==> src/rtl/lsu_pkg.sv <==
`timescale 1ns/1ps
package lsu_pkg;
    localparam int XW     = 32;
    localparam int RIDX_W = 5;
    localparam int LANES  = XW / 8;
    localparam int MAXW   = 4;
    localparam int CNT_W  = $clog2(MAXW);
    localparam int NW_W   = CNT_W + 1;

    typedef enum logic [1:0] {SZ_B = 2'd0, SZ_H = 2'd1, SZ_W = 2'd2} size_e;
    typedef enum logic [1:0] {K_NONE, K_INT, K_FP, K_FLUSH} kind_e;
    typedef enum logic [1:0] {S_IDLE, S_ACT, S_DRAIN} st_e;

    typedef struct packed {
        logic              valid;
        kind_e             kind;
        logic              store;
        size_e             size;
        logic [NW_W-1:0]   nwords;
        logic [XW-1:0]     ea;
        logic              autoinc;
        logic [XW-1:0]     base_new;
        logic [RIDX_W-1:0] reg_idx;
        logic [RIDX_W-1:0] base_idx;
    } dec_t;

    function automatic logic [XW-1:0] sx16(input logic [15:0] v);
        return {{(XW-16){v[15]}}, v};
    endfunction

    function automatic logic [15:0] size_mask(input size_e s);
        case (s)
            SZ_B:    return 16'hFFFF;
            SZ_H:    return 16'hFFFE;
            default: return 16'hFFFC;
        endcase
    endfunction
endpackage

==> src/rtl/lsu_decode.sv <==
`timescale 1ns/1ps
module lsu_decode
    import lsu_pkg::*;
(
    input  logic [31:0]   insn,
    input  logic [XW-1:0] base_val,
    input  logic [XW-1:0] index_val,
    output dec_t          dec
);
    logic [5:0]  op;
    logic [15:0] imm;
    logic [15:0] split;
    logic [15:0] fmask;
    logic [2:0]  fl;

    always_comb begin
        op    = insn[31:26];
        imm   = insn[15:0];
        split = {insn[20:16], insn[10:0]};
        fl    = insn[2:0];
        fmask = 16'hFFFF;
        dec   = '0;
        dec.base_idx = insn[25:21];
        dec.nwords   = NW_W'(1);
        dec.size     = SZ_W;
        case (op)
            6'h00, 6'h01, 6'h04, 6'h05: begin
                dec.valid   = 1'b1;
                dec.kind    = K_INT;
                dec.reg_idx = insn[20:16];
                dec.size    = !op[2] ? SZ_B : (insn[0] ? SZ_W : SZ_H);
                dec.ea      = op[0] ? base_val + sx16(imm & size_mask(dec.size))
                                    : base_val + index_val;
            end
            6'h03, 6'h07: begin
                dec.valid   = 1'b1;
                dec.kind    = K_INT;
                dec.store   = 1'b1;
                dec.reg_idx = insn[15:11];
                dec.size    = !op[2] ? SZ_B : (split[0] ? SZ_W : SZ_H);
                dec.ea      = base_val + sx16(split & size_mask(dec.size));
            end
            6'h08, 6'h09, 6'h0A, 6'h0B: begin
                dec.valid   = 1'b1;
                dec.kind    = K_FP;
                dec.store   = op[1];
                dec.nwords  = fl[1] ? NW_W'(1) : (fl[2] ? NW_W'(4) : NW_W'(2));
                fmask       = ~(16'({dec.nwords, 2'b00}) - 16'd1);
                dec.ea      = op[0] ? base_val + sx16(imm & fmask)
                                    : base_val + index_val;
                dec.autoinc = fl[0];
                dec.base_new = dec.ea;
                dec.reg_idx = insn[20:16] & ~(RIDX_W'(dec.nwords) - RIDX_W'(1));
            end
            6'h0D: begin
                dec.valid    = 1'b1;
                dec.kind     = K_FLUSH;
                dec.autoinc  = split[0];
                dec.base_new = base_val + sx16(split & 16'hFFE0);
                dec.ea       = dec.base_new;
            end
            default: ;
        endcase
    end
endmodule

==> src/rtl/lsu_lanes.sv <==
`timescale 1ns/1ps
module lsu_lanes
    import lsu_pkg::*;
(
    input  size_e            st_size,
    input  logic [1:0]       st_lane,
    input  logic [XW-1:0]    st_data,
    output logic [LANES-1:0] st_be,
    output logic [XW-1:0]    st_wdata,
    input  size_e            ld_size,
    input  logic [1:0]       ld_lane,
    input  logic [XW-1:0]    ld_word,
    output logic [XW-1:0]    ld_ext
);
    logic [7:0]  byte_sel;
    logic [15:0] half_sel;

    always_comb begin
        case (st_size)
            SZ_B: begin
                st_be    = LANES'(1) << st_lane;
                st_wdata = {LANES{st_data[7:0]}};
            end
            SZ_H: begin
                st_be    = st_lane[1] ? 4'b1100 : 4'b0011;
                st_wdata = {(LANES/2){st_data[15:0]}};
            end
            default: begin
                st_be    = '1;
                st_wdata = st_data;
            end
        endcase

        case (ld_lane)
            2'd0:    byte_sel = ld_word[7:0];
            2'd1:    byte_sel = ld_word[15:8];
            2'd2:    byte_sel = ld_word[23:16];
            default: byte_sel = ld_word[31:24];
        endcase
        half_sel = ld_lane[1] ? ld_word[31:16] : ld_word[15:0];
        case (ld_size)
            SZ_B:    ld_ext = {{(XW-8){byte_sel[7]}}, byte_sel};
            SZ_H:    ld_ext = {{(XW-16){half_sel[15]}}, half_sel};
            default: ld_ext = ld_word;
        endcase
    end
endmodule

==> src/rtl/lsu_addr_unit.sv <==
`timescale 1ns/1ps
module lsu_addr_unit
    import lsu_pkg::*;
(
    input  logic              clk,
    input  logic              rst_n,
    input  logic              issue_valid,
    input  logic [31:0]       issue_insn,
    input  logic [XW-1:0]     base_val,
    input  logic [XW-1:0]     index_val,
    input  logic [XW-1:0]     store_val,
    output logic              busy,
    output logic              done,
    output logic              mem_req,
    output logic              mem_we,
    output logic [1:0]        mem_size,
    output logic [XW-1:0]     mem_addr,
    output logic [LANES-1:0]  mem_be,
    output logic [XW-1:0]     mem_wdata,
    input  logic [XW-1:0]     mem_rdata,
    output logic              rf_we,
    output logic [RIDX_W-1:0] rf_waddr,
    output logic [XW-1:0]     rf_wdata,
    output logic [RIDX_W-1:0] fp_rd_idx,
    input  logic [XW-1:0]     fp_rd_data,
    output logic              fp_we,
    output logic [RIDX_W-1:0] fp_waddr,
    output logic [XW-1:0]     fp_wdata,
    output logic              base_we,
    output logic [RIDX_W-1:0] base_waddr,
    output logic [XW-1:0]     base_wdata
);
    typedef struct packed {
        st_e               st;
        kind_e             kind;
        logic              store;
        size_e             size;
        logic [NW_W-1:0]   nwords;
        logic [CNT_W-1:0]  cnt;
        logic [XW-1:0]     ea;
        logic [RIDX_W-1:0] reg_idx;
        logic [XW-1:0]     sdata;
        logic              pend;
        logic              pend_fp;
        logic [RIDX_W-1:0] pend_idx;
        logic [1:0]        pend_lane;
        size_e             pend_size;
        logic              base_we;
        logic [RIDX_W-1:0] base_idx;
        logic [XW-1:0]     base_data;
        logic              done;
    } ctl_t;

    ctl_t ctl_d, ctl_q;
    dec_t dec;
    logic accept, last_word;
    logic [XW-1:0] ld_ext;

    lsu_decode u_dec (
        .insn      (issue_insn),
        .base_val  (base_val),
        .index_val (index_val),
        .dec       (dec)
    );

    lsu_lanes u_lanes (
        .st_size  (ctl_q.size),
        .st_lane  (mem_addr[1:0]),
        .st_data  ((ctl_q.kind == K_FP) ? fp_rd_data : ctl_q.sdata),
        .st_be    (mem_be),
        .st_wdata (mem_wdata),
        .ld_size  (ctl_q.pend_size),
        .ld_lane  (ctl_q.pend_lane),
        .ld_word  (mem_rdata),
        .ld_ext   (ld_ext)
    );

    always_comb begin
        ctl_d         = ctl_q;
        ctl_d.pend    = 1'b0;
        ctl_d.base_we = 1'b0;
        ctl_d.done    = 1'b0;
        accept    = issue_valid && (ctl_q.st == S_IDLE) && dec.valid;
        last_word = (NW_W'(ctl_q.cnt) == ctl_q.nwords - NW_W'(1));
        case (ctl_q.st)
            S_IDLE: if (accept) begin
                ctl_d.base_we   = dec.autoinc;
                ctl_d.base_idx  = dec.base_idx;
                ctl_d.base_data = dec.base_new;
                if (dec.kind == K_FLUSH) begin
                    ctl_d.done = 1'b1;
                end else begin
                    ctl_d.st      = S_ACT;
                    ctl_d.kind    = dec.kind;
                    ctl_d.store   = dec.store;
                    ctl_d.size    = dec.size;
                    ctl_d.nwords  = dec.nwords;
                    ctl_d.cnt     = '0;
                    ctl_d.ea      = dec.ea;
                    ctl_d.reg_idx = dec.reg_idx;
                    ctl_d.sdata   = store_val;
                end
            end
            S_ACT: begin
                if (!ctl_q.store) begin
                    ctl_d.pend      = 1'b1;
                    ctl_d.pend_fp   = (ctl_q.kind == K_FP);
                    ctl_d.pend_idx  = ctl_q.reg_idx + RIDX_W'(ctl_q.cnt);
                    ctl_d.pend_lane = ctl_q.ea[1:0];
                    ctl_d.pend_size = ctl_q.size;
                end
                if (last_word) begin
                    ctl_d.st   = ctl_q.store ? S_IDLE : S_DRAIN;
                    ctl_d.done = ctl_q.store;
                end else begin
                    ctl_d.cnt = ctl_q.cnt + CNT_W'(1);
                end
            end
            default: begin
                ctl_d.st   = S_IDLE;
                ctl_d.done = 1'b1;
            end
        endcase
    end

    always_ff @(posedge clk or negedge rst_n) begin
        if (!rst_n) ctl_q <= '0;
        else        ctl_q <= ctl_d;
    end

    assign busy       = (ctl_q.st != S_IDLE);
    assign done       = ctl_q.done;
    assign mem_req    = (ctl_q.st == S_ACT);
    assign mem_we     = ctl_q.store;
    assign mem_size   = ctl_q.size;
    assign mem_addr   = ctl_q.ea + XW'({ctl_q.cnt, 2'b00});
    assign fp_rd_idx  = ctl_q.reg_idx + RIDX_W'(ctl_q.cnt);
    assign rf_we      = ctl_q.pend && !ctl_q.pend_fp;
    assign rf_waddr   = ctl_q.pend_idx;
    assign rf_wdata   = ld_ext;
    assign fp_we      = ctl_q.pend && ctl_q.pend_fp;
    assign fp_waddr   = ctl_q.pend_idx;
    assign fp_wdata   = mem_rdata;
    assign base_we    = ctl_q.base_we;
    assign base_waddr = ctl_q.base_idx;
    assign base_wdata = ctl_q.base_data;

    a_r6_word_stride: assert property (@(posedge clk) disable iff (!rst_n)
        mem_req && $past(mem_req) |-> mem_addr == $past(mem_addr) + XW'(4));

    a_r9_wb_after_read: assert property (@(posedge clk) disable iff (!rst_n)
        (rf_we || fp_we) |-> $past(mem_req && !mem_we));

    a_r7_base_after_accept: assert property (@(posedge clk) disable iff (!rst_n)
        base_we |-> $past(issue_valid && !busy));

    a_r5_byte_one_lane: assert property (@(posedge clk) disable iff (!rst_n)
        mem_req && mem_size == 2'd0 |-> $countones(mem_be) == 1);

    a_r9_done_when_free: assert property (@(posedge clk) disable iff (!rst_n)
        done |-> !busy && !mem_req);
endmodule

==> config.mk <==
export PLATFORM = sky130hd
export DESIGN_NAME = lsu_addr_unit
export DESIGN_NICKNAME = d
export VERILOG_FILES = /design/src/rtl/lsu_pkg.sv /design/src/rtl/lsu_decode.sv /design/src/rtl/lsu_lanes.sv /design/src/rtl/lsu_addr_unit.sv
export SDC_FILE = /design/constraint.sdc
export NUM_CORES = 1
export LEC_CHECK = 0
export ABC_AREA = 0
export ABC_CLOCK_PERIOD_IN_PS = 2700
export BUFFER_PORTS_ARGS = -buffer_cell sky130_fd_sc_hd__buf_2
export CAP_MARGIN = 20
export CORE_ASPECT_RATIO = 0.75
export CORE_MARGIN = 2
export CORE_UTILIZATION = 44
export CTS_BUF_LIST = sky130_fd_sc_hd__clkbuf_8
export DETAILED_ROUTE_END_ITERATION = 16
export MAX_ROUTING_LAYER = met4
export PLACE_DENSITY = 0.71
export SYNTH_ARGS = -nofsm -noshare
export SYNTH_HDL_FRONTEND = slang
export SYNTH_SLANG_ARGS = --single-unit
==> constraint.sdc <==
create_clock -name clk -period 2.7 [get_ports clk]
set_input_delay 0.54 -clock clk [delete_from_list [all_inputs] [get_ports clk]]
set_output_delay 0.54 -clock clk [all_outputs]
set_load 0.01 [all_outputs]
Word-level counts from Yosys, hierarchy flattened
Cells that the tools add are included.
{"block": "totals", "reg_bits": 131, "input_bits": 195, "output_inout_bits": 193, "word_cells": 120}
{"block": "classes", "addsub": 11, "eq_ne": 23, "shift": 1, "muxes": 37, "n_bitwise": 8, "n_reduce_logical": 22}
{"operator": "$mux 81", "count": 2}
{"operator": "$add 32x32->32", "count": 5}
{"operator": "$pmux 32 s2", "count": 2}
{"operator": "$pmux 32 s4", "count": 1}
{"operator": "$mux 32", "count": 3}
{"operator": "$pmux 33 s2", "count": 1}
{"operator": "$and 16x16->16", "count": 3}
{"operator": "$mux 16", "count": 3}
{"operator": "$mux 39", "count": 1}
{"operator": "$mux 38", "count": 1}
{"operator": "$add 32x4->32", "count": 1}
{"operator": "$eq 6x4->1 const B", "count": 5}
{"operator": "$pmux 8 s3", "count": 1}
{"operator": "$mux 11", "count": 2}
{"operator": "$eq 6x3->1 const B", "count": 3}
{"operator": "$not 16->16", "count": 1}
{"operator": "$pmux 5 s3", "count": 1}
{"operator": "$mux 2", "count": 6}
{"operator": "$pmux 2 s2", "count": 3}
{"operator": "$eq 2x1->1 const B", "count": 5}
{"operator": "$logic_not 2->1", "count": 5}
{"operator": "$mux 3", "count": 3}
{"operator": "$pmux 3 s3", "count": 1}
{"operator": "$pmux 4 s2", "count": 1}
{"operator": "28 further kinds", "count": 42}

Depth between registers and ports, before layout
Gate-level depths: netlist of the first run.
{"block": "logic_depth", "depth_word": 12, "ltp_mapped": 12, "mapped_depth_nobuf": 12}

Cells and area by module
Synthesis of the first run repeated with hierarchy kept, for this count alone.
{"block": "unflattened", "cells_unflattened": 1874, "area_unflattened_um2": 15926.5}
{"module": "lsu_decode", "n_inst": 1, "cells_each": 1203, "area_per_inst_um2": 8005.2}
{"module": "lsu_addr_unit", "n_inst": 1, "cells_each": 528, "area_per_inst_um2": 6861.6}
{"module": "lsu_lanes", "n_inst": 1, "cells_each": 143, "area_per_inst_um2": 1059.8}

Worst setup path before layout of the first run
No wires, ideal clock.
{"block": "synth_path", "kind": "input -> register", "startpoint": "input port issue_insn[1]", "endpoint": "register ctl_q[111] (netlist bit)", "setup_time_ns": 0.140, "arrival_time_ns": 3.001, "t_required_ns": 2.560, "setup_slack_ns": -0.441, "cell_stages": 12, "path_buffers": 0, "path_cell_list": "nand2b_1 -> and2_1 -> fa_1 -> a21oi_1 -> nand4b_1 -> a211oi_1 -> o32ai_2 -> o21ai_1 -> a311o_1 -> xor2_1 -> a221oi_1 -> a31oi_1"}
{"block": "synth_between", "elab_chain_len": 7}
{"item": "from (decl)", "line_no": "lsu_addr_unit.sv:8", "text": "input logic [31:0] issue_insn,"}
{"item": "$mux 3", "line_no": "lsu_decode.sv:47", "text": "dec.nwords = fl[1] ? NW_W'(1) : (fl[2] ? NW_W'(4) : NW_W'(2));"}
{"item": "$sub 5x1->6", "line_no": "lsu_decode.sv:48", "text": "fmask = ~(16'({dec.nwords, 2'b00}) - 16'd1);"}
{"item": "$not 16->16", "line_no": "lsu_decode.sv:48"}
{"item": "$and 16x16->16", "line_no": "lsu_decode.sv:49", "text": "dec.ea = op[0] ? base_val + sx16(imm & fmask)"}
{"item": "$add 32x32->32", "line_no": "lsu_decode.sv:49"}
{"item": "$mux 32", "line_no": "lsu_decode.sv:49"}
{"item": "$pmux 32 s4 *", "line_no": "lsu_decode.sv:26", "text": "case (op)"}
{"item": "to (signal assigned)", "line_no": "lsu_addr_unit.sv:128", "text": "else ctl_q <= ctl_d;"}
{"item": "to (decl)", "line_no": "lsu_addr_unit.sv:54", "text": "ctl_t ctl_d, ctl_q;"}
Mark *: on every way between the ends. The rest lies on a longest branch, timed or not.
A chain may end at the register's enable or synchronous reset.

Final worst setup path of the first run
{"block": "layout_path", "startpoint": "register ctl_q[89] (netlist bit)", "endpoint": "output port mem_addr[28]"}
{"block": "layout_between", "elab_chain_len": 1}
{"item": "$add 32x4->32", "line_no": "lsu_addr_unit.sv:136", "text": "assign mem_addr = ctl_q.ea + XW'({ctl_q.cnt, 2'b00});"}
{"item": "to (decl)", "line_no": "lsu_addr_unit.sv:17", "text": "output logic [XW-1:0] mem_addr,"}
No other way between the ends.

==> results of run 1 <==
layout make-up:
cell class / count / area, µm²
inverter: 39 / 146
fill: 2784 / 10200
clock buffer: 18 / 248
tap: 450 / 563
multi-input combinational: 1679 / 12000
timing repair buffer: 988 / 6800
sequential: 131 / 3280
clock inverter: 13 / 184
antenna: 1 / 2.50
final timing paths:
check                      slack [ns]  depth (start not counted)            end
max reg2reg                      0.67                          8      ctl_q[78]
max in group asynchronous        2.00                          2      ctl_q[81]
min                              0.02                          1      ctl_q[87]
min in group clk                 0.24                          3      ctl_q[57]
min reg2reg                      0.47                          2  base_waddr[1]
max                             -0.57                         11   mem_addr[28]
logic make-up after synthesis:
| family | share of synthesized area, % |
|---|---|
| muxes | 1.79 |
| xor gates and xnor gates | 8.89 |
| DFF | 22.0 |
| adders and majority gates | 9.05 |
| and+or+nand+nor | 21.8 |
| AOI/OAI and AO/OA | 27.9 |
| buffers and inverters | 8.48 |
layer usage:
layer  part of all wire (%)  wire [µm]
met4                    4.1       3020
met2                     42      31500
met5                      0          0
met1                     43      32100
met3                     10       7810
cell usage after synthesis (all sizes together), types with 14 or more instances:
master | count | area [µm²]
a211oi | 26 | 205
a21o | 54 | 405
a21oi | 189 | 950
a221oi | 21 | 196
a22oi | 16 | 120
a31oi | 57 | 357
and3 | 16 | 100
buf | 99 | 704
clkbuf | 109 | 410
dfrtp | 131 | 3280
ha | 98 | 1230
inv | 38 | 143
nand2 | 388 | 1460
nand3 | 38 | 190
nand4 | 24 | 150
nor2 | 173 | 649
nor3 | 25 | 125
o211ai | 18 | 140
o21a | 19 | 143
o21ai | 151 | 756
o21bai | 14 | 105
xnor2 | 87 | 762
xor2 | 64 | 561
where the power goes:
group          internal, mW  switching, mW  total, mW  leakage [nW]
clock network          1.02          0.878       1.90         0.216
logic                  4.23           5.46       9.69          9.46
registers              2.69          0.896       3.58          1.67
total                  7.94           7.23       15.2          11.3
sequential cells by signal (all words and copies together) (netlist names):
signal	flops
done	1
fp_waddr	5
base_we	1
ctl_q	84
base_waddr	5
mem_we	1
mem_size	2
base_wdata	32
per-stage QoR:
step | utilization (%) | instance area [µm²] | setup slack [ns] | hold WS (ns) | power, mW
after floorplan | - | 15100 | -0.308 | 0.244 | 8.01
after global placement | 62.2 | 20800 | -0.783 | 0.455 | 11.8
after detailed placement | 62.2 | 20800 | -0.877 | 0.457 | 11.9
after CTS | 66.2 | 22100 | -0.505 | 0.0314 | 14.2
after global routing | 69.6 | 23200 | -0.654 | 0.0595 | 16.0
final | 69.6 | 23200 | -0.565 | 0.0180 | 15.2
critical path, delay by kind of cell (launching register included):
kind                     cells  cell delay (ns)
XOR/XNOR                     1             0.17
AND/OR/NAND/NOR              4             0.52
buffers and inverters        4             0.59
flip-flops                   1             0.37
adder cells (fa/ha/maj)      2             0.57
what timing repair did:
action,CTS,global route
pin swaps,83,105
hold buffers,0,0
gates cloned,0,4
setup endpoints to repair,84,102
buffers inserted,36,30
gates resized for setup,151,202
==> flow_summary_export.csv, run 1 <==
group,metric,value,unit
floorplan,die-area,35300,µm²
route,ant_nets,0,
logic_synthesis,syn_avg_cell_area,7.23,µm²
finish,layout-drive-gt1-share,44.8,%
placement,port_buffers,387,
logic_synthesis,syn-num-nets,2355,
critical_path,start_kind,"flip-flop",
timing,fin_worst_skew,0.0110,ns
critical_path,cp.arrival,2.73,ns
placement,place_inst,3235,
floorplan,rows,58,
timing,finalMaxSlewViolations,0,
grt,use_met1,56.4,%
clocking,cts_buffers,17,
route,drtIter0Drc,2259,
critical_path,worstPathMaxFanout,3,
placement,place.gp.congestion,1.03,
finish,layout_common_cells,"561 x buf_4, 375 x buf_2, 370 x nand2_1",
clocking,htree_levels,4,
pwr,p_leak,11.3,nW
route,firstDrtPassIters,6,
floorplan,core,33400,µm²
grt,grt_pass1_wl,107000,µm
critical_path,r2r-start,"ctl_q[130]",
timing,period_needed,3.27,ns
logic_synthesis,synthDistinctLibCells,78,
floorplan,die_h,163,µm
timing,rsz0062_at_grt,"yes",
grt,grt.busiest_layer,"met2",
floorplan,die_x,216,µm
critical_path,setup.worst_path.start,"ctl_q[89]",
critical_path,critical_path_required,2.16,ns
grt,antenna_found_initial,1,
logic_synthesis,ys_ff_latch,131,
finish,layout_commonest_cell,"buf_4",
grt,grtUsageTotal,41.2,%
critical_path,max_stage_delay,0.38,ns
grt,overflow,0,
logic_synthesis,synthFlopType,"dfrtp_1",
grt,grt_pass1_vias,18169,
route,drt-wirelength-per-cell,22.4,µm
run_status,violations,"negative setup slack",
route,drc_errors,0,
timing,worst_pin_slew,0.655,ns
route,vias,19517,
clocking,max-clock-path-buffers,2,
clocking,clock_latency,0.49,ns
critical_path,worstSetupPathType,"flip-flop to output port",
finish,areaGrowthSynthToFinish,56.2,%
route,routed_wirelength,74400,µm
logic_synthesis,synthCells,2056,
clocking,cts_tree,"yes",
pwr,vdd_ir_drop_max,0.000517,V
hold_path,worstHoldPathType,"input port to async pin",
grt,use_met2,57.8,%
clocking,clk_pin_slew,0.09,ns
timing,setup_ws,-0.565,ns
clocking,clock-sinks,131,
timing,hold_viol,0,
timing,final.setup.tns,-11.82,ns
timing,setup_violations,48,
critical_path,slowest_stage,"fa_2",
route,vias_per_cell,5.88,
logic_synthesis,ys_seq_area_share,22.0,%
finish,fin_cells,3319,
grt,grt_use_met3,10.0,%
critical_path,crit_chain,"ha_2 > inv_2 > fa_2 > nor2_4 > nand4_1 > buf_6 > nor4_4 > buf_4 > nand3_4 > xnor2_2 > buf_2",
floorplan,initial_core_util,44.5,%
timing,slew_headroom,56.2,%
logic_synthesis,ys.warnings.count,0,
placement,place_hpwl,59600,µm
finish,nNetsFinal,3155,
run_status,status,"complete, but fails checks",
grt,grt_max_degree,62,
job,maxCapViolCount,0,
logic_synthesis,synth_edf_count,0,
pwr,power_density,653,nW/µm²
logic_synthesis,synth_area,14900,µm²
critical_path,worstSetupEndpointType,"output port",
clocking,clockRootBuffer,"clkbuf_8",
timing,max_freq,306,MHz
timing,fin_crit_sh,121,%
logic_synthesis,synthArstFlopShare,100,%
floorplan,num_io_pins,388,
Power figures use the tool's default switching activity.
==> run 2: changes to the inputs <==
--- a/config.mk
+++ b/config.mk
@@ -14,7 +14,6 @@
 export CORE_UTILIZATION = 44
 export CTS_BUF_LIST = sky130_fd_sc_hd__clkbuf_8
 export DETAILED_ROUTE_END_ITERATION = 16
-export MAX_ROUTING_LAYER = met4
 export PLACE_DENSITY = 0.71
 export SYNTH_ARGS = -nofsm -noshare
 export SYNTH_HDL_FRONTEND = slang
==> run 2 against run 1 <==
Against the previous run:
- the flow still finishes with violations (negative setup slack)
- die area unchanged
- register-to-register slack better by 0.06 ns
- critical path type unchanged
- sequential power about the same
- critical path depth up 1
==> flow_summary_export.csv, run 2 (synthesis gave the netlist of run 1 again) <==
group,metric,value,unit
run_status,status,"complete, but fails checks",
run_status,violations,"negative setup slack",
finish,n_antenna_cell,0,
route,drtIter0Drc,2567,
floorplan,die_x,216,µm
placement,place_ws,-0.886,ns
critical_path,cp.arrival,2.73,ns
finish,layout_commonest_cell,"buf_4",
floorplan,initial_core_util,44.5,%
finish,areaGrowthSynthToFinish,55.8,%
pwr,power_density,658,nW/µm²
placement,port_buffers,387,
finish,layout_common_cells,"570 x buf_4, 371 x nand2_1, 371 x buf_2",
timing,period_needed,3.27,ns
finish,fill_cells,2782,
critical_path,worstPathMaxFanout,3,
clocking,max-clock-path-buffers,2,
timing,finalMaxSlewViolations,0,
pwr,vdd_ir_drop_max,0.000626,V
grt,grt_max_degree,74,
critical_path,worstSetupPathType,"flip-flop to output port",
pwr,clkPwrFrac,12.1,%
route,ant_nets,0,
placement,place.gp.congestion,1.06,
timing,setup_ws,-0.568,ns
floorplan,rows,58,
finish,stdcell_area,23200,µm²
finish,largest_register_ffs,84,
timing,max_freq,306,MHz
grt,grtUsageTotal,40.4,%
critical_path,r2r_slack,0.73,ns
pwr,p_switching,7.30,mW
timing,hold_viol,0,
floorplan,core,33400,µm²
grt,antenna_found_initial,0,
grt,overflow,0,
grt,grt_pass1_vias,18112,
finish,nNetsFinal,3154,
critical_path,critical_path_required,2.16,ns
route,drc_errors,0,
route,vias_per_cell,5.92,
hold_path,worstHoldPathType,"input port to async pin",
pwr,sw_frac_of_total,47.9,%
pwr,p_leak,11.2,nW
critical_path,worstSetupEndpointType,"output port",
pwr,fin_total_pwr,15.3,mW
floorplan,die-area,35300,µm²
placement,place_hpwl,60500,µm
clocking,clockRootBuffer,"clkbuf_8",
job,maxCapViolCount,0,
clocking,cts_tree,"yes",
route,firstDrtPassIters,6,
pwr,pwr-share-comb,64.3,%
pwr,internal_power,7.95,mW
timing,fin_worst_skew,0.00647,ns
grt,grt_pass1_wl,108000,µm
placement,placed_area,20800,µm²
route,routed_wirelength,75600,µm
finish,layout-drive-gt1-share,45.0,%
route,vias,19628,
floorplan,num_io_pins,388,
timing,worst_pin_slew,0.722,ns
finish,utilization,69.4,%
timing,fin_crit_sh,121,%
clocking,clk_pin_slew,0.08,ns
floorplan,die_h,163,µm
clocking,cts_buffers,17,
timing,hold_ws,0.0719,ns
timing,slew_headroom,51.9,%
route,drt-wirelength-per-cell,22.8,µm
critical_path,start_kind,"flip-flop",
timing,rsz0062_at_grt,"yes",
finish,largest_register,"ctl_q",
clocking,clock_latency,0.48,ns
pwr,power.share.sequential,23.6,%
clocking,clock-sinks,131,
clocking,htree_levels,4,
clocking,holdBufCountCts,0,
timing,setup_violations,62,
run 2: path summary, 6_finish.rpt:
path	endpoint	cells past startpoint	start
min in group clk	ctl_q[62]	3	store_val[12]
setup / recovery	mem_addr[27]	12	ctl_q[120]
max in group asynchronous	ctl_q[107]	2	rst_n
hold / removal	base_wdata[0]	1	rst_n
setup reg to reg	ctl_q[78]	8	ctl_q[130]
hold reg to reg	base_waddr[2]	2	base_waddr[2]
run 2: through the flow:
stage                     setup TNS (ns)  std cells
after floorplan                    -2.12       2056
after global placement            -27.75       3238
after detailed placement          -28.78       3238
after CTS                          -6.72       3283
after global routing              -16.34       3318
final                              -9.94       3318
run 2: critical path, stage by stage (launching register included):
cell     delay [ns]
dfrtp_1        0.44
ha_4           0.31
a21oi_4        0.07
nor2_4         0.12
and4_4         0.23
nand4_1        0.14
buf_6          0.18
nor3_4         0.13
buf_6          0.13
buf_4          0.10
nand2_2        0.05
xnor2_1        0.19
buf_2          0.16
run 2: timing repair:
action	CTS	global route
resized for setup	120	224
setup endpoints to repair	84	99
gates cloned	3	1
setup buffers	13	39
pin swaps	55	108
run 2: layout make-up:
class                      count  area [µm²]  share of cell area (%)
sequential                   131        3280                    14.2
clock buffer                  18         248                    1.07
timing repair buffer         986        6760                    29.2
inverter                      39         146                   0.632
tap                          450         563                    2.43
clock inverter                14         174                   0.751
multi-input combinational   1680       12000                    51.8
run 2: power groups by stage:
stage               clock (mW)  combinational, mW  sequential [mW]
global route              1.94               10.4             3.66
detailed placement           0               8.47             3.47
CTS                       1.85               8.84             3.48
floorplan                    0               4.85             3.16
global placement             0               8.33             3.45
finish                    1.85               9.81             3.59
run 2: metal layers:
metal	global-route usage [%]	part of all wire [%]	wire length (µm)	vias to the layer above
met2	59.1	42	31800	1194
met5	1.94	0.12	93	-
li1	-	-	-	8876
met1	56.9	43	32200	9373
met4	14.3	3.9	2970	2
met3	10.6	11	8530	183
==> run 3: changes to the inputs <==
--- a/config.mk
+++ b/config.mk
@@ -15,6 +15,7 @@
 export CTS_BUF_LIST = sky130_fd_sc_hd__clkbuf_8
 export DETAILED_ROUTE_END_ITERATION = 16
 export PLACE_DENSITY = 0.71
+export SETUP_SLACK_MARGIN = 0.2
 export SYNTH_ARGS = -nofsm -noshare
 export SYNTH_HDL_FRONTEND = slang
 export SYNTH_SLANG_ARGS = --single-unit
==> run 3 against run 2 <==
Against the previous run:
- critical path depth down 2
- routed wire length increased by 4.6%
- sequential cell count unchanged
- first-iteration DRC count is 0.35% lower
- clock power shrank 14%
- power is 5.0% higher
- setup slack improved by 0.041 ns
- via count increased by 2.8%
- critical endpoint is now mem_addr[31]
- clock skew up 0.011 ns
- the run still ends with negative setup slack left
- final area rose by 8.0%
==> flow_summary_export.csv, run 3 (synthesis gave the netlist of run 1 again) <==
group,metric,value,unit
placement,placed_area,21100,µm²
clocking,clockRootBuffer,"clkbuf_8",
finish,largest_register,"ctl_q",
route,routed_wirelength,79000,µm
clocking,cts_buffers,17,
timing,hold_ws,0.254,ns
placement,place_ws,-0.793,ns
route,ant_nets,0,
pwr,p_switching,7.74,mW
timing,worst_pin_slew,0.793,ns
finish,areaGrowthSynthToFinish,68.3,%
pwr,power.share.sequential,21.8,%
clocking,clock_latency,0.47,ns
clocking,cts_tree,"yes",
critical_path,crit_chain,"ha_4 > a21oi_2 > nor2_2 > and4_4 > nand4_1 > buf_6 > nor3_4 > nand4_1 > xnor2_2 > buf_2",
run_status,status,"complete, but fails checks",
grt,grt_max_degree,48,
critical_path,start_kind,"flip-flop",
grt,overflow,0,
timing,setup_violations,67,
timing,fin_crit_sh,120,%
pwr,power_density,640,nW/µm²
route,firstDrtPassIters,6,
critical_path,crit_family,"simple AND/OR/NAND/NOR gates",
finish,utilization,75.0,%
grt,grt_pass1_wl,110000,µm
floorplan,die_h,163,µm
timing,hold_viol,0,
clocking,clock-sinks,131,
finish,layout_common_cells,"581 x buf_4, 362 x buf_2, 354 x nand2_1",
hold_path,worstHoldPathType,"input port to flip-flop",
critical_path,worstSetupPathType,"flip-flop to output port",
finish,stdcell_area,25000,µm²
grt,grtUsageTotal,41.2,%
timing,finalMaxSlewViolations,0,
critical_path,cp.arrival,2.69,ns
clocking,htree_levels,4,
placement,port_buffers,387,
critical_path,worstSetupEndpointType,"output port",
route,drtIter0Drc,2558,
finish,seq_area,3280,µm²
finish,multi_input_area,13100,µm²
floorplan,rows,58,
timing,max_freq,310,MHz
placement,place.gp.congestion,1.05,
clocking,max-clock-path-buffers,2,
critical_path,critical_path_required,2.16,ns
finish,fill_cells,2475,
pwr,p_leak,12.0,nW
finish,layout_commonest_cell,"buf_4",
route,drt-wirelength-per-cell,23.4,µm
finish,nNetsFinal,3214,
floorplan,initial_core_util,44.5,%
pwr,internal_power,8.28,mW
grt,grt_pass1_vias,18550,
pwr,pwr-share-comb,68.3,%
finish,largest_register_ffs,84,
timing,setup_ws,-0.527,ns
pwr,vdd_ir_drop_max,0.000567,V
pwr,sw_frac_of_total,48.3,%
critical_path,worstPathMaxFanout,3,
critical_path,slowest_stage,"dfrtp_1",
floorplan,num_io_pins,388,
critical_path,max_stage_delay,0.42,ns
route,drc_errors,0,
timing,period_needed,3.23,ns
critical_path,path_buf_inv,2,
route,vias,20186,
timing,fin_worst_skew,0.0172,ns
floorplan,die_x,216,µm
route,vias_per_cell,5.97,
grt,antenna_found_initial,1,
finish,layout-drive-gt1-share,50.6,%
timing,rsz0062_at_grt,"yes",
pwr,clkPwrFrac,9.9,%
floorplan,die-area,35300,µm²
clocking,clk_pin_slew,0.09,ns
run_status,violations,"negative setup slack",
placement,place_hpwl,59900,µm
job,maxCapViolCount,0,
floorplan,core,33400,µm²
timing,slew_headroom,46.9,%
critical_path,critPathMostFrequentCell,"nand4_1",
run 3: layer usage:
metal  wire length [µm]  global-route usage (%)
met5                  8                       0
met1              33200                    57.1
met4               3700                    15.3
met3               7800                    9.55
met2              34300                    62.2
run 3: repair_timing:
action | CTS | global route
hold buffers | 1 | 0
endpoints found under the hold margin | 24 | 0
gates resized for setup | 341 | 237
buffers inserted | 40 | 45
endpoints found under the setup margin | 120 | 129
pin swaps | 170 | 174
cloned | 5 | 2
run 3: final cells by class:
type                       count  share of cell area (%)
antenna                        1                  0.0100
clock buffer                  18                   0.990
clock inverter                14                   0.425
inverter                      39                   0.595
multi-input combinational   1680                    52.4
sequential                   131                    13.1
tap                          450                    2.25
timing repair buffer        1046                    30.2
run 3: final timing paths:
| check | startpoint | end | slack [ns] | depth (start not counted) |
|---|---|---|---|---|
| setup / recovery | ctl_q[90] | mem_addr[31] | -0.53 | 10 |
| hold / removal | store_val[17] | ctl_q[67] | 0.25 | 3 |
| setup reg to reg | ctl_q[130] | ctl_q[79] | 0.55 | 8 |
| hold reg to reg | ctl_q[79] | ctl_q[79] | 0.48 | 2 |
| max in group asynchronous | rst_n | ctl_q[39] | 1.43 | 3 |
| min in group asynchronous | rst_n | base_wdata[0] | 0.58 | 2 |
run 3: worst reg2reg max path, delay by kind of cell (launching register included):
kind                   cells  cell delay [ns]
AOI/OAI and AO/OA          1             0.22
buffers and inverters      3             0.79
DFF                        1             0.41
and+or+nand+nor            4             0.69
run 3: power by group through the flow:
| stage | Combinational [mW] | Sequential, mW | Clock [mW] |
|---|---|---|---|
| floorplan | 4.92 | 3.16 | 0 |
| global placement | 8.46 | 3.36 | 0 |
| detailed placement | 8.57 | 3.39 | 0 |
| CTS | 9.59 | 3.40 | 1.58 |
| global route | 11.5 | 3.55 | 1.67 |
| finish | 10.9 | 3.49 | 1.59 |
run 3: per-stage QoR:
| step | setup TNS, ns | power (mW) | std cells |
|---|---|---|---|
| 6_report | -14.01 | 16.0 | 3379 |
| 3_5_place_dp | -28.85 | 12.0 | 3253 |
| 3_3_place_gp | -26.46 | 11.8 | 3253 |
| 2_1_floorplan | -2.36 | 8.08 | 2056 |
| 4_1_cts | -7.85 | 14.6 | 3331 |
| 5_1_grt | -18.78 | 16.7 | 3378 |
